<file path="src/rtl/pwm_gen_pkg.sv">
package pwm_gen_pkg;
  localparam logic [31:0] ID_MAGIC    = 32'h601A3471;
  localparam logic [7:0]  A_SCRATCH   = 8'h08;
  localparam logic [7:0]  A_MAGIC     = 8'h0C;
  localparam logic [7:0]  A_CTRL      = 8'h10;
  localparam logic [7:0]  A_NCH       = 8'h14;
  localparam logic [7:0]  A_CFG       = 8'h18;
  localparam logic [1:0]  GRP_PERIOD  = 2'b01;
  localparam logic [1:0]  GRP_DUTY    = 2'b10;
  localparam logic [1:0]  GRP_OFFSET  = 2'b11;
  localparam int          CTRL_RST    = 0;
  localparam int          CTRL_LOAD   = 1;
  localparam int          CFG_ALIGN   = 1;
endpackage

</file>
<file path="src/rtl/pwm_gen_regs.sv">
module pwm_gen_regs
  import pwm_gen_pkg::*;
#(
  parameter int N_CH   = 4,
  parameter int CNT_W  = 32,
  parameter int ADDR_W = 8,
  parameter int DATA_W = 32
) (
  input  logic                           clk_i,
  input  logic                           rst_ni,
  input  logic [ADDR_W-1:0]              addr_i,
  input  logic                           we_i,
  input  logic [DATA_W-1:0]              wdata_i,
  output logic [DATA_W-1:0]              rdata_o,
  output logic                           core_rst_o,
  output logic                           align_o,
  output logic                           load_req_o,
  output logic [N_CH-1:0][CNT_W-1:0]     sh_period_o,
  output logic [N_CH-1:0][CNT_W-1:0]     sh_duty_o,
  output logic [N_CH-1:0][CNT_W-1:0]     sh_offset_o
);
  logic [DATA_W-1:0]          scratch_q;
  logic                       core_rst_q, align_q;
  logic [N_CH-1:0][CNT_W-1:0] per_q, duty_q, off_q;

  logic       hi_zero, ch_ok;
  logic [3:0] ch_idx;
  logic [1:0] grp;
  logic [7:0] a8;

  always_comb begin
    hi_zero = (addr_i >> 8) == '0;
    a8      = addr_i[7:0];
    grp     = a8[7:6];
    ch_idx  = a8[5:2];
    ch_ok   = hi_zero && (a8[1:0] == 2'b00) && (grp != 2'b00) && (int'(ch_idx) < N_CH);
  end

  logic sel_scratch, sel_magic, sel_ctrl, sel_nch, sel_cfg;
  assign sel_scratch = hi_zero && (a8 == A_SCRATCH);
  assign sel_magic   = hi_zero && (a8 == A_MAGIC);
  assign sel_ctrl    = hi_zero && (a8 == A_CTRL);
  assign sel_nch     = hi_zero && (a8 == A_NCH);
  assign sel_cfg     = hi_zero && (a8 == A_CFG);

  always_ff @(posedge clk_i or negedge rst_ni) begin
    if (!rst_ni) begin
      scratch_q  <= '0;
      core_rst_q <= 1'b1;
      align_q    <= 1'b0;
      per_q      <= '0;
      duty_q     <= '0;
      off_q      <= '0;
    end else if (we_i) begin
      if (sel_scratch) scratch_q  <= wdata_i;
      if (sel_ctrl)    core_rst_q <= wdata_i[CTRL_RST];
      if (sel_cfg)     align_q    <= wdata_i[CFG_ALIGN];
      for (int i = 0; i < N_CH; i++) begin
        if (ch_ok && ch_idx == 4'(i)) begin
          case (grp)
            GRP_PERIOD: per_q[i]  <= wdata_i[CNT_W-1:0];
            GRP_DUTY:   duty_q[i] <= wdata_i[CNT_W-1:0];
            GRP_OFFSET: off_q[i]  <= wdata_i[CNT_W-1:0];
            default: ;
          endcase
        end
      end
    end
  end

  // load only from a running core, and not in a write that asserts reset
  assign load_req_o = we_i && sel_ctrl && wdata_i[CTRL_LOAD] && !wdata_i[CTRL_RST] && !core_rst_q;

  always_comb begin
    rdata_o = '0;
    if (sel_scratch) rdata_o = scratch_q;
    if (sel_magic)   rdata_o = DATA_W'(ID_MAGIC);
    if (sel_ctrl)    rdata_o[CTRL_RST] = core_rst_q;
    if (sel_nch)     rdata_o = DATA_W'(N_CH);
    if (sel_cfg)     rdata_o[CFG_ALIGN] = align_q;
    for (int i = 0; i < N_CH; i++) begin
      if (ch_ok && ch_idx == 4'(i)) begin
        case (grp)
          GRP_PERIOD: rdata_o = DATA_W'(per_q[i]);
          GRP_DUTY:   rdata_o = DATA_W'(duty_q[i]);
          GRP_OFFSET: rdata_o = DATA_W'(off_q[i]);
          default: ;
        endcase
      end
    end
  end

  assign core_rst_o  = core_rst_q;
  assign align_o     = align_q;
  assign sh_period_o = per_q;
  assign sh_duty_o   = duty_q;
  assign sh_offset_o = off_q;
endmodule

</file>
<file path="src/rtl/pwm_gen_sync.sv">
module pwm_gen_sync #(
  parameter int N_CH = 4
) (
  input  logic            clk_i,
  input  logic            rst_ni,
  input  logic            core_rst_i,
  input  logic            align_i,
  input  logic            load_req_i,
  input  logic [N_CH-1:0] wrap_i,
  input  logic [N_CH-1:0] idle_i,
  output logic            apply_o,
  output logic            pending_o
);
  logic            pend_q;
  logic [N_CH-1:0] done_q;
  logic            all_done;

  assign all_done = &(done_q | wrap_i | idle_i);
  assign apply_o  = !core_rst_i && ((load_req_i && align_i) || (pend_q && all_done));

  always_ff @(posedge clk_i or negedge rst_ni) begin
    if (!rst_ni) begin
      pend_q <= 1'b0;
      done_q <= '0;
    end else if (core_rst_i || apply_o) begin
      pend_q <= 1'b0;
      done_q <= '0;
    end else if (load_req_i && !pend_q) begin
      pend_q <= 1'b1;
      done_q <= '0;
    end else begin
      done_q <= done_q | wrap_i;  // a repeat request keeps the wait going
    end
  end

  assign pending_o = pend_q;
endmodule

</file>
<file path="src/rtl/pwm_gen_chan.sv">
module pwm_gen_chan #(
  parameter int CNT_W = 32
) (
  input  logic             clk_i,
  input  logic             rst_ni,
  input  logic             core_rst_i,
  input  logic             apply_i,
  input  logic [CNT_W-1:0] sh_period_i,
  input  logic [CNT_W-1:0] sh_duty_i,
  input  logic [CNT_W-1:0] sh_offset_i,
  output logic             wrap_o,
  output logic             idle_o,
  output logic [CNT_W-1:0] cnt_o,
  output logic [CNT_W-1:0] period_o,
  output logic             pwm_o
);
  logic [CNT_W-1:0] per_q, duty_q, off_q, cnt_q;
  logic             en;

  assign en     = per_q != '0;
  assign idle_o = !en;
  assign wrap_o = en && !core_rst_i && (cnt_q == per_q - CNT_W'(1));

  always_ff @(posedge clk_i or negedge rst_ni) begin
    if (!rst_ni) begin
      per_q  <= '0;
      duty_q <= '0;
      off_q  <= '0;
      cnt_q  <= '0;
    end else if (apply_i) begin
      per_q  <= sh_period_i;
      duty_q <= sh_duty_i;
      off_q  <= sh_offset_i;
      cnt_q  <= '0;
    end else if (core_rst_i || !en || wrap_o) begin
      cnt_q  <= '0;
    end else begin
      cnt_q  <= cnt_q + CNT_W'(1);
    end
  end

  // window is clipped by the wrap, never carried across periods
  assign pwm_o    = !core_rst_i && en && (cnt_q >= off_q) && ((cnt_q - off_q) < duty_q);
  assign cnt_o    = cnt_q;
  assign period_o = per_q;
endmodule

</file>
<file path="src/rtl/pwm_gen.sv">
module pwm_gen
  import pwm_gen_pkg::*;
#(
  parameter int N_CH   = 4,
  parameter int CNT_W  = 32,
  parameter int ADDR_W = 8,
  parameter int DATA_W = 32
) (
  input  logic              clk_i,
  input  logic              rst_ni,
  input  logic [ADDR_W-1:0] addr_i,
  input  logic              we_i,
  input  logic [DATA_W-1:0] wdata_i,
  output logic [DATA_W-1:0] rdata_o,
  output logic [N_CH-1:0]   pwm_o
);
  logic                       core_rst, align, load_req, apply, pending;
  logic [N_CH-1:0][CNT_W-1:0] sh_period, sh_duty, sh_offset, cnt_all, period_all;
  logic [N_CH-1:0]            wrap, idle;

  pwm_gen_regs #(.N_CH(N_CH), .CNT_W(CNT_W), .ADDR_W(ADDR_W), .DATA_W(DATA_W)) u_regs (
    .clk_i, .rst_ni, .addr_i, .we_i, .wdata_i, .rdata_o,
    .core_rst_o(core_rst), .align_o(align), .load_req_o(load_req),
    .sh_period_o(sh_period), .sh_duty_o(sh_duty), .sh_offset_o(sh_offset)
  );

  pwm_gen_sync #(.N_CH(N_CH)) u_sync (
    .clk_i, .rst_ni, .core_rst_i(core_rst), .align_i(align), .load_req_i(load_req),
    .wrap_i(wrap), .idle_i(idle), .apply_o(apply), .pending_o(pending)
  );

  for (genvar i = 0; i < N_CH; i++) begin : g_ch
    pwm_gen_chan #(.CNT_W(CNT_W)) u_chan (
      .clk_i, .rst_ni, .core_rst_i(core_rst), .apply_i(apply),
      .sh_period_i(sh_period[i]), .sh_duty_i(sh_duty[i]), .sh_offset_i(sh_offset[i]),
      .wrap_o(wrap[i]), .idle_o(idle[i]), .cnt_o(cnt_all[i]), .period_o(period_all[i]),
      .pwm_o(pwm_o[i])
    );
  end
endmodule

</file>
<file path="config.mk">
export PLATFORM = sky130hd
export DESIGN_NAME = pwm_gen
export DESIGN_NICKNAME = d
export VERILOG_FILES = /design/src/rtl/pwm_gen_pkg.sv /design/src/rtl/pwm_gen_regs.sv /design/src/rtl/pwm_gen_sync.sv /design/src/rtl/pwm_gen_chan.sv /design/src/rtl/pwm_gen.sv
export SDC_FILE = /design/constraint.sdc
export NUM_CORES = 2
export LEC_CHECK = 0
export BUFFER_PORTS_ARGS = -buffer_cell sky130_fd_sc_hd__buf_2
export CAP_MARGIN = 20
export CORE_MARGIN = 1.5
export CORE_UTILIZATION = 64
export CTS_CLUSTER_SIZE = 25
export DETAILED_ROUTE_END_ITERATION = 10
export PLACE_DENSITY = 0.79
export SLEW_MARGIN = 25
export SYNTH_ARGS = -nofsm -noshare
export SYNTH_HDL_FRONTEND = slang
export SYNTH_HIERARCHICAL = 1
export SYNTH_SLANG_ARGS = --single-unit
</file>
<file path="constraint.sdc">
create_clock -name clk_i -period 5.9 [get_ports clk_i]
set_input_delay 0.885 -clock clk_i [delete_from_list [all_inputs] [get_ports clk_i]]
set_output_delay 0.885 -clock clk_i [all_outputs]
set_load 0.01 [all_outputs]
</file>
==> metrics.yaml <==
fin_nets: 5674
vias_per_cell: 6.44
drtIter0Drc: 3939
gp_congestion: 1.04
syn_area_per_cell_um2: 10.2
ys_types: 90
synth.most_common_cell: "dfrtp_1"
cts.sinks: 935
coreArea_um2: 83700
grt_usage_pct: 36.7
port_buffers: 78
max_freq_ghz: 0.173
cap_violations: 0
finalSetupViolCount: 0
highest_layer: "met5"
clk_pin_slew_worst_paths_ns: 0.06
skew_ns: 0.0353
worstMarginPinSlew_ns: 1.01
grt_pass1_vias: 41900
grt_setup_unrepaired: "yes"
yosysTopAreaCell: "dfrtp_1"
grt_overflow: 0
cp.arrival_ns: 4.88
synth-main-ff-cell: "dfrtp_1"
synth_async_sr_flop_share_pct: 100
drtAntennaViolNets: 0
drc_errors: 0
p_leak_nw: 28.5
grt_pass1_wl_mm: 242
synth-seq-area-share_pct: 43.2
die_width_um: 294
crit_type: "reg -> out"
io_pins: 79
antenna_found_initial: 10
max_slew_margin_pct: 32.9
ys_seq_elements: 935
place_hpwl_mm: 112
r2r_cells: 14
initial_core_util_pct: 64.7
timing.hold.ws_ns: 0.237
fp-row-count: 106
fin_crit_ns: 5.77
wl_per_cell_um: 24.2
synth_warnings: 6
netlist_area_um2: 54200
powerDensity_nw_per_um2: 314
status: "complete, no violations"
via_count: 42400
wl_mm: 160
synth_top_cell_area_share_pct: 43.2
cts_tree: "yes"
fin_cells: 6588
grt_max_degree: 150
drv_slew: 0
critPathMaxFanout: 5
yosys-top-cells-count: "dfrtp_1 (934), mux2_2 (652), nand2_1 (490), o21ai_0 (404), inv_1 (327)"
wl_met2_mm: 74.8
met1Wirelength_mm: 61.1
dieHeight_um: 294
clk_latency_ns: 0.70
clk_path_buf_depth: 3
synth.area.top_cells: "dfrtp_1 (43%), mux2_2 (14%), ha_1 (6.0%)"
drt_pass1_iterations: 6
syn_inst: 5331
cp-end-kind: "output pin"
dp.cells: 6364
area_growth_pct: 11.8
dieArea_um2: 86400
hold_viol_final: 0
routed-wl-met3_mm: 13.0
timing.rr.start: "g_ch[2].u_chan/period_o[2]"
htree_levels: 3
worstPathRequired_ns: 5.02
hold_path.class: "in -> async"
drive_above_1_share_pct: 23.6
cts_buffers: 101
r2r_slack_ns: 0.43
reg2reg_to: "g_ch[3].u_chan/duty_q[7]"
synth_edf_count: 0
finalCritPeriodShare_pct: 97.7
critPathLaunchType: "flip-flop"
cts-root-buf: "clkbuf_16"
ir_drop_v: 0.000349
syn_nets: 5638
## sequential cells by signal (all words and copies together) (netlist names)
register              cells
g_ch.u_chan/cnt_o       128
g_ch.u_chan/duty_q      128
g_ch.u_chan/off_q       128
g_ch.u_chan/period_o    128
u_regs/align_o            1
u_regs/core_rst_o         1
u_regs/scratch_q         32
u_regs/sh_duty_o        128
u_regs/sh_offset_o      128
u_regs/sh_period_o      128
u_sync/done_q             4
u_sync/pending_o          1
## kinds of logic after synthesis
family / count (synthesis) / synth area share (%)
XOR/XNOR: 401 / 6.48
AND/OR/NAND/NOR: 1389 / 13.1
multiplexers: 674 / 14.0
adder cells (fa/ha/maj): 264 / 6.15
buffers and inverters: 599 / 4.55
flip-flops: 935 / 43.2
AO/OA/AOI/OAI: 1069 / 12.6
## final cells by class
| cell class | instances | area [um^2] |
|---|---|---|
| Fill cell | 5963 | 23200 |
| Tap cell | 1134 | 1420 |
| Clock inverter | 50 | 783 |
| Sequential cell | 935 | 23400 |
| Clock buffer | 137 | 2930 |
| Inverter | 327 | 1230 |
| Timing Repair Buffer | 205 | 1730 |
| Multi-Input combinational cell | 3797 | 29000 |
| Antenna cell | 3 | 7.51 |
## stage by stage
step	setup slack, ns	instance area, um^2	utilization, %	setup TNS, ns	power [mW]
after floorplan	0.794	54200	-	0	10.3
after global placement	0.256	55900	66.8	0	11.5
after detailed placement	0.150	55900	66.8	0	11.6
after CTS	0.0142	59900	71.6	0	18.8
after global routing	-0.0821	60500	72.3	-0.254	19.8
final	0.134	60500	72.3	0	19.0
## cells in the final DEF (no fill, tap or decap), types with 23 or more instances in the layout
master     instances
nor4_1            31
mux2_2           652
clkbuf_16        104
o21a_1            23
nor2_2            69
nand3_1          100
buf_4            100
or4_1             27
o21ai_0          388
a22oi_1           37
xor2_1           185
a31oi_1           26
nor2_1           250
nand4_1           77
a21o_1            79
inv_1            326
nor3_1            69
dfrtp_1          920
ha_1             236
a211oi_1          23
nand2b_1          24
buf_2             74
a21oi_1          178
and3_1            48
nand2_1          490
xnor2_1          216
a221oi_1          81
buf_12            29
## routing by layer
layer	up-vias	track usage (%)
met4	12	21.4
met2	1753	59.5
met3	503	9.42
met5	-	1.25
li1	19000	-
met1	21100	44.0
## where the power goes
part           internal [mW]  leakage, nW  switching [mW]
Sequential              6.64         12.9           0.184
Clock                   4.31         1.81            2.73
Combinational           2.29         13.7            2.84
Total                   13.2         28.5            5.75
## what timing repair did
item / in CTS / in global routing
endpoints found under the setup margin: 4 / 4
hold buffers: 0 / 0
resized for setup: 51 / 102
pin swaps: 14 / 48
setup buffers: 15 / 20
## worst max-delay path, stage by stage, from the launching register on
cell      delay (ns)
dfrtp_1         0.49
ha_4            0.35
o21a_1          0.14
o31ai_2         0.07
buf_4           0.15
a31oi_4         0.27
a31oi_4         0.14
nor2b_2         0.18
a41oi_2         0.13
o21bai_1        0.18
a21oi_2         0.08
xnor2_1         0.19
ha_1            0.28
a21o_1          0.16
a21o_1          0.16
a21oi_1         0.14
o21ai_0         0.12
a21o_1          0.20
a221oi_2        0.29
a211oi_1        0.13
nor3_2          0.19
buf_2           0.16
## worst max-delay path by stage
stage / startpoint / to / depth (start not counted)
after CTS: g_ch[0].u_chan/cnt_o[0] / pwm_o[0] / 21
after global routing: g_ch[2].u_chan/cnt_o[1] / pwm_o[2] / 21
after detailed placement: g_ch[0].u_chan/cnt_o[0] / pwm_o[0] / 21
after global placement: g_ch[0].u_chan/cnt_o[0] / pwm_o[0] / 21
after floorplan: g_ch[0].u_chan/cnt_o[0] / pwm_o[0] / 17
final: g_ch[1].u_chan/cnt_o[3] / pwm_o[1] / 21
Note: power is estimated with default switching activity, not from simulation.
